`config.mk`:
```
export PLATFORM = sky130hd
export DESIGN_NAME = clk_sel_gate
export DESIGN_NICKNAME = d
export VERILOG_FILES = /design/src/rtl/clk_sel_gate_pkg.sv /design/src/rtl/fsg_strap_sel.sv /design/src/rtl/fsg_dirprog_wd.sv /design/src/rtl/fsg_gate_bank.sv /design/src/rtl/clk_sel_gate.sv
export SDC_FILE = /design/constraint.sdc
export NUM_CORES = 1
export LEC_CHECK = 0
export BUFFER_PORTS_ARGS = -buffer_cell sky130_fd_sc_hd__buf_2
export CORE_MARGIN = 3
export CORE_UTILIZATION = 40
export DETAILED_ROUTE_END_ITERATION = 6
export PLACE_DENSITY = 0.69
export SYNTH_ARGS = -nofsm -noshare
export SYNTH_HDL_FRONTEND = slang
export SYNTH_SLANG_ARGS = --single-unit
```
`constraint.sdc`:
```
create_clock -name clk -period 2 [get_ports clk]
set_clock_uncertainty 0.2 [all_clocks]
set_input_delay 0.4 -clock clk [delete_from_list [all_inputs] [get_ports clk]]
set_output_delay 0.4 -clock clk [all_outputs]
set_load 0.005 [all_outputs]
```
`src/rtl/clk_sel_gate_pkg.sv`:
```
package clk_sel_gate_pkg;
    localparam int CODE_W  = 5;
    localparam int STRAP_W = 4;

    typedef enum logic [1:0] {
        OC_CPU      = 2'd0,
        OC_PCI_STOP = 2'd1,
        OC_FREE     = 2'd2
    } out_class_e;
endpackage

```
`src/rtl/fsg_strap_sel.sv`:
```
module fsg_strap_sel
    import clk_sel_gate_pkg::*;
#(
    parameter logic HW_MSB = 1'b0
) (
    input  logic               clk,
    input  logic               rst_n,
    input  logic [STRAP_W-1:0] strap_fs,
    input  logic               sw_sel_en,
    input  logic [CODE_W-1:0]  sw_code,
    output logic [STRAP_W-1:0] strap_q,
    output logic [CODE_W-1:0]  tbl_idx
);
    typedef struct packed {
        logic               taken;
        logic [STRAP_W-1:0] fs;
    } strap_st_t;

    strap_st_t st_d, st_q;

    // capture once on the first edge out of reset
    always_comb begin
        st_d = st_q;
        if (!st_q.taken) begin
            st_d.taken = 1'b1;
            st_d.fs    = strap_fs;
        end
    end

    always_ff @(posedge clk or negedge rst_n) begin
        if (!rst_n) st_q <= '0;
        else        st_q <= st_d;
    end

    // table index source choice
    always_comb begin
        if (sw_sel_en) tbl_idx = sw_code;
        else           tbl_idx = {HW_MSB, st_q.fs};
    end

    assign strap_q = st_q.fs;
endmodule

```
`src/rtl/fsg_dirprog_wd.sv`:
```
module fsg_dirprog_wd #(
    parameter int WD_LIMIT = 1024
) (
    input  logic clk,
    input  logic rst_n,
    input  logic reg_wr,
    input  logic dp_wr,
    input  logic dp_wdata,
    output logic dp_active
);
    localparam int CNT_W = (WD_LIMIT > 2) ? $clog2(WD_LIMIT) : 1;
    localparam logic [CNT_W-1:0] LAST = CNT_W'(WD_LIMIT - 1);

    typedef struct packed {
        logic             en;
        logic [CNT_W-1:0] cnt;
    } wd_st_t;

    wd_st_t st_d, st_q;

    always_comb begin
        st_d = st_q;
        if (dp_wr) begin
            // explicit write of the enable
            st_d.en  = dp_wdata;
            st_d.cnt = '0;
        end else if (st_q.en) begin
            if (reg_wr) begin
                // any register write reloads
                st_d.cnt = '0;
            end else if (st_q.cnt == LAST) begin
                // timeout drops the mode
                st_d.en  = 1'b0;
                st_d.cnt = '0;
            end else begin
                st_d.cnt = st_q.cnt + 1'b1;
            end
        end
    end

    always_ff @(posedge clk or negedge rst_n) begin
        if (!rst_n) st_q <= '0;
        else        st_q <= st_d;
    end

    assign dp_active = st_q.en;
endmodule

```
`src/rtl/fsg_gate_bank.sv`:
```
module fsg_gate_bank
    import clk_sel_gate_pkg::*;
#(
    parameter int NUM_CPU  = 2,
    parameter int NUM_PCI  = 8,
    parameter int NUM_FREE = 2,
    parameter int NUM_MISC = 11,
    localparam int NUM_OUT = NUM_CPU + NUM_PCI + NUM_MISC
) (
    input  logic               clk,
    input  logic               rst_n,
    input  logic               pd_n,
    input  logic               pci_stop_n,
    input  logic               cpu_stop_n,
    input  logic [NUM_CPU-1:0] cpu_stop_perm,
    input  logic [NUM_OUT-1:0] out_en_reg,
    input  logic [NUM_OUT-1:0] phase_lo,
    input  logic               tri_all,
    output logic [NUM_OUT-1:0] run_en,
    output logic               hiz
);
    typedef struct packed {
        logic               hiz;
        logic [NUM_OUT-1:0] run;
    } gate_st_t;

    gate_st_t st_d, st_q;
    logic [NUM_OUT-1:0] want;

    for (genvar i = 0; i < NUM_OUT; i++) begin : g_out
        localparam out_class_e CLS =
            (i < NUM_CPU)                       ? OC_CPU :
            (i < NUM_CPU + NUM_FREE)            ? OC_FREE :
            (i < NUM_CPU + NUM_PCI)             ? OC_PCI_STOP : OC_FREE;
        logic stop;
        if (CLS == OC_CPU) begin : g_cpu
            // stop only with permit
            assign stop = !cpu_stop_n && cpu_stop_perm[i];
        end else if (CLS == OC_PCI_STOP) begin : g_pci
            // stoppable PCI group
            assign stop = !pci_stop_n;
        end else begin : g_free
            assign stop = 1'b0;
        end
        // power-down overrides the enable bit
        assign want[i] = pd_n && out_en_reg[i] && !stop;
    end

    always_comb begin
        st_d     = st_q;
        st_d.hiz = tri_all;
        for (int k = 0; k < NUM_OUT; k++) begin
            if (phase_lo[k]) st_d.run[k] = want[k];
        end
    end

    always_ff @(posedge clk or negedge rst_n) begin
        if (!rst_n) st_q <= '0;
        else        st_q <= st_d;
    end

    assign run_en = st_q.run;
    assign hiz    = st_q.hiz;
endmodule

```
`src/rtl/clk_sel_gate.sv`:
```
module clk_sel_gate
    import clk_sel_gate_pkg::*;
#(
    parameter int   NUM_CPU  = 2,
    parameter int   NUM_PCI  = 8,
    parameter int   NUM_FREE = 2,
    parameter int   NUM_MISC = 11,
    parameter int   WD_LIMIT = 1024,
    parameter logic HW_MSB   = 1'b0,
    localparam int  NUM_OUT  = NUM_CPU + NUM_PCI + NUM_MISC
) (
    input  logic               clk,
    input  logic               rst_n,
    input  logic [3:0]         strap_fs,
    input  logic               sw_sel_en,
    input  logic [4:0]         sw_code,
    input  logic               reg_wr,
    input  logic               dp_wr,
    input  logic               dp_wdata,
    input  logic               tri_all,
    input  logic               pd_n,
    input  logic               pci_stop_n,
    input  logic               cpu_stop_n,
    input  logic [NUM_CPU-1:0] cpu_stop_perm,
    input  logic [NUM_OUT-1:0] out_en_reg,
    input  logic [NUM_OUT-1:0] phase_lo,
    output logic [3:0]         strap_q,
    output logic [4:0]         tbl_idx,
    output logic               dp_active,
    output logic               hiz,
    output logic [NUM_OUT-1:0] run_en
);
    fsg_strap_sel #(.HW_MSB(HW_MSB)) u_sel (
        .clk(clk), .rst_n(rst_n), .strap_fs(strap_fs),
        .sw_sel_en(sw_sel_en), .sw_code(sw_code),
        .strap_q(strap_q), .tbl_idx(tbl_idx)
    );

    fsg_dirprog_wd #(.WD_LIMIT(WD_LIMIT)) u_wd (
        .clk(clk), .rst_n(rst_n), .reg_wr(reg_wr),
        .dp_wr(dp_wr), .dp_wdata(dp_wdata), .dp_active(dp_active)
    );

    fsg_gate_bank #(
        .NUM_CPU(NUM_CPU), .NUM_PCI(NUM_PCI),
        .NUM_FREE(NUM_FREE), .NUM_MISC(NUM_MISC)
    ) u_gate (
        .clk(clk), .rst_n(rst_n), .pd_n(pd_n), .pci_stop_n(pci_stop_n),
        .cpu_stop_n(cpu_stop_n), .cpu_stop_perm(cpu_stop_perm),
        .out_en_reg(out_en_reg), .phase_lo(phase_lo), .tri_all(tri_all),
        .run_en(run_en), .hiz(hiz)
    );
endmodule

```
# Word level (Yosys, flattened, before mapping)
# Index checks and enable logic that the tools add are counted.
# totals
ff_bits,38
latch_bits,0
ramBits,0
romBits,0
in_bits,63
out_inout_bits,32
elab_cells,70
n_memories,0
# classes
addsub,1
mul,0
n_div,0
n_lt_le_gt_ge,0
eq_ne,1
n_shift,0
muxes,7
bitwise,0
n_reduce_logical,35
# ops
cell,count
logical AND 1 bit,31
two-way mux 11 bit,2
two-way mux 10 bit,2
"adder 10 x 1 -> 10 bit, second input constant",1
"equality test 10 bit, second input constant",1
two-way mux 5 bit,1
zero test 1 bit,3
two-way mux 1 bit,2
nonzero test 2 bit,1

# Longest topological paths before layout
# logic_depth
ltp_word,5
ltp_mapped,6
mapped_depth_nobuf,5

# Cells and area by module
# A second synthesis with hierarchy kept.
# unflattened
hier_cells,171
hier_area_um2,1888.1
# by_module_without_submodules
mod,n_inst,cells_each,area_per_inst_um2,seq_area_each_um2
fsg_gate_bank,1,88,1018.5,550.5
fsg_dirprog_wd,1,64,613.1,275.3
fsg_strap_sel,1,19,256.5,125.1

# Worst setup path before layout
# No wires, ideal clock.
# synth_path
kind,flip-flop to flip-flop
startpoint,reg u_wd.st_q[0] (netlist name)
endpoint,reg u_wd.st_q[0] (netlist name)
setup_ns,0.125
t_arrival_ns,1.323
required_ns,1.675
slack_ns,0.353
stages_incl_launch_ff,6
n_path_buf,1
synth_period_minus_slack_ns,1.647
path_cell_list,dfrtp_1 -> ha_1 -> and2_1 -> clkbuf_1 -> a31oi_4 -> mux2_2
# synth_between
elab_chain_cells,5
word_cells_on_any_way,6
cone_classes,add/sub (1); eq/ne (1); mux (4)
# synth_lines
item,line_no,rtl
from (decl),fsg_dirprog_wd.sv:19,"wd_st_t st_d, st_q;"
from (signal assigned),fsg_dirprog_wd.sv:43,else st_q <= st_d;
adder 10 x 1 -> 10 bit / equality test 10 bit (equally long branches),"fsg_dirprog_wd.sv:36, fsg_dirprog_wd.sv:31",
two-way mux 10 bit *,fsg_dirprog_wd.sv:31,end else if (st_q.cnt == LAST) begin
two-way mux 10 bit *,fsg_dirprog_wd.sv:28,if (reg_wr) begin
two-way mux 11 bit *,fsg_dirprog_wd.sv:27,end else if (st_q.en) begin
two-way mux 11 bit *,fsg_dirprog_wd.sv:23,if (dp_wr) begin
# Mark *: on every way between the ends. The rest lies on a longest branch, timed or not. The select of a mux whose other input is x is not followed.
# A chain may end at the register's enable or synchronous reset.

# Final worst setup path
# layout_path
startpoint,reg u_wd.st_q (netlist bit u_wd.dp_active)
endpoint,reg u_wd.st_q[7] (netlist name)
# layout_between
elab_chain_cells,1
# layout_lines
item
nonzero test 2 bit (no source line)
# No other way between the ends.

==> flow_metrics.env <==
export IMPL_outcome="completed"
export IMPL_grt_use_total_pct=16.29
export IMPL_slew_violations=0
export IMPL_clk_latency_ns=0.28
export IMPL_io_pins=95
export IMPL_routed_via_density=4.918
export IMPL_routed_wl_um=3988
export IMPL_placed_cell_area_sq_um=2225
export IMPL_grt_max_degree=39
export IMPL_ir_drop_mv=0.4633
export IMPL_synth_cell_type_count=31
export IMPL_critPathMaxFanout=9
export IMPL_critPathTopFamily="simple AND/OR/NAND/NOR gates"
export IMPL_grt_pass1_wl_um=6568
export IMPL_slowest_stage="or3b_1"
export IMPL_clkSinkCount=38
export IMPL_path_class="flip-flop to flip-flop"
export IMPL_p_leak_uw=0.001187
export IMPL_clock_path_buffers=2
export IMPL_hpwl_um=3113
export IMPL_synthCells=175
export IMPL_finalPower_uw=1561
export IMPL_grt_pass1_vias=1492
export IMPL_synth_area_sq_um=1744
export IMPL_cp_end_kind="flip-flop"
export IMPL_die_area_sq_um=5189
export IMPL_crit_path_cell_trace="or3b_1 > a31oi_4 > a21oi_1 > mux2i_1"
export IMPL_synth_top_area_share_pct=54.52
export IMPL_postRouteAntennaNets=0
export IMPL_antenna_found_initial=0
export IMPL_syn_nets=239
export IMPL_final_common_cell="buf_2"
export IMPL_drive_above_1_share_pct=42.16
export IMPL_fp_dieW_um=72.04
export IMPL_wl_per_cell_um=12.54
export IMPL_power_density_nw_per_um2=674.3
export IMPL_diodes=0
export IMPL_clockRootBuffer="clkbuf_8"
export IMPL_drt_iter0_drc=58
export IMPL_nets=332
export IMPL_ys_seq_elements=38
export IMPL_hold_viol=0
export IMPL_place_congestion=0.7867
export IMPL_worst_ep_required_time_ns=2.01
export IMPL_holdCritPathClass="primary input to flip-flop"
export IMPL_finalSetupViolations=0
export IMPL_fin_crit_sh_pct=87.75
export IMPL_num_rows=23
export IMPL_path_clk_slew_ns=0.07
export IMPL_firstDrtPassIters=4
export IMPL_yosys_area_top_type="dfrtp_1"
export IMPL_cts_hold_buf=1
export IMPL_yosys_warnings=0
export IMPL_numPortBuffers=94
export IMPL_drc=0
export IMPL_synth_area_leaders="dfrtp_1, mux2_2, nand3_1"
export IMPL_vias=1564
export IMPL_synth_seq_area_share_pct=54.52
export IMPL_coreArea_sq_um=4115
export IMPL_fmax_mhz=569.8
export IMPL_crit_arrival_ns=1.77
export IMPL_cts_tree="done"
export IMPL_cts_made_buffers=5
export IMPL_grt_overflow=0
export IMPL_timing_max_cap_violations=0
export IMPL_final_cell_mix="buf_2, dfrtp_1, inv_1, nand3_1, o21ai_1"
export IMPL_rsz0062_at_grt="no"
export IMPL_initial_core_util_pct=42.38
export IMPL_final_area_sq_um=2315
export IMPL_postCtsSetupRepairBufs=0
export IMPL_max_stage_delay_ns=0.54
export IMPL_setup_tns_ns=0
export IMPL_path_buf_inv=0
export IMPL_syn_avg_cell_area_sq_um=9.967
export IMPL_cts_repair_resized=0
export IMPL_chipHeight_um=72.04
export IMPL_worstSetupStartpointType="flip-flop"
export IMPL_min_period_ns=1.755
export IMPL_area_growth_pct=32.71
export IMPL_htree_levels=2
state kept, by name, indices dropped and copies added, names as in the netlist:
| register | cells |
|---|---|
| u_gate.hiz | 1 |
| u_gate.run_en | 21 |
| u_sel.st_q | 1 |
| u_sel.strap_q | 4 |
| u_wd.dp_active | 1 |
| u_wd.st_q | 10 |
worst register-to-register path, cell delays in order, from the launching register on:
cell	delay, ns
dfrtp_1	0.41
or3b_1	0.54
a31oi_4	0.30
a21oi_1	0.10
mux2i_1	0.14
final timing paths:
kind,cells after the start,to,slack (ns),start
setup / recovery,4,u_wd.st_q[7],0.25,u_wd.dp_active
hold / removal,1,u_gate.hiz,0.02,tri_all
setup reg to reg,4,u_wd.st_q[7],0.25,u_wd.dp_active
hold reg to reg,2,u_gate.run_en[13],0.32,u_gate.run_en[13]
max in group asynchronous,3,u_wd.st_q[6],0.80,rst_n
min in group asynchronous,3,u_gate.run_en[7],0.48,rst_n
per-stage QoR:
step                hold slack, ns  util (%)  setup slack (ns)  cells
finish                     0.02066     56.25            0.2451    318
global route              0.009557     56.25            0.1409    318
CTS                        0.01308     56.25            0.2573    318
detailed placement          0.2704     54.06            0.1162    310
global placement            0.2695     54.06            0.1613    310
floorplan                 -0.09559         -            0.3527    175
routing by layer:
layer,global-route usage (%),wire [um]
met5,0,0
met4,6.263,55
met3,3.740,321
met2,29.08,1939
met1,18.94,1672
synthesized netlist by cell type:
master	n
dfrtp_1	38
or3b_1	1
o21ai_1	16
nor2_2	1
a31oi_1	1
mux2i_1	1
o21ai_0	9
and2_1	2
clkbuf_1	5
and4_1	2
conb_1	1
a22o_1	1
a21oi_1	5
inv_1	25
nor3b_2	1
nand4_1	1
a31oi_4	1
o2111ai_1	2
nor2_1	1
nand3_1	19
o22ai_1	6
and3_1	2
ha_1	1
nand2_1	12
o31ai_1	3
a311oi_1	1
nand2b_1	1
buf_6	1
mux2_2	9
or3_1	2
buf_4	4
power by group:
part | internal, uW | total, uW | leakage, uW | switching [uW]
clock network | 239 | 496 | 0.0000373 | 257
logic | 122 | 228 | 0.000652 | 106
registers | 813 | 837 | 0.000498 | 24.3
total | 1170 | 1560 | 0.00119 | 388
cell families (layout without fill, tap and decap cells):
kind of cell	count (synthesis)	after routing	share of synthesized area (%)
AO/OA/AOI/OAI	45	45	15.64
AND/OR/NAND/NOR	45	45	13.70
flip-flops	38	38	54.52
buffers and inverters	35	128	8.824
multiplexers	10	10	6.385
adder cells (fa/ha/maj)	1	1	0.7172
other	1	1	0.2150
cell type report:
class                      instances  area, sq um
clock buffer                       6        72.57
clock inverter                     1        7.507
fill                             355         1800
inverter                          25        93.84
multi-input combinational        102        639.4
sequential                        38        950.9
tap                               50        62.56
timing repair buffer              96        488.0
No activity file was read; power rests on OpenSTA's default activity.
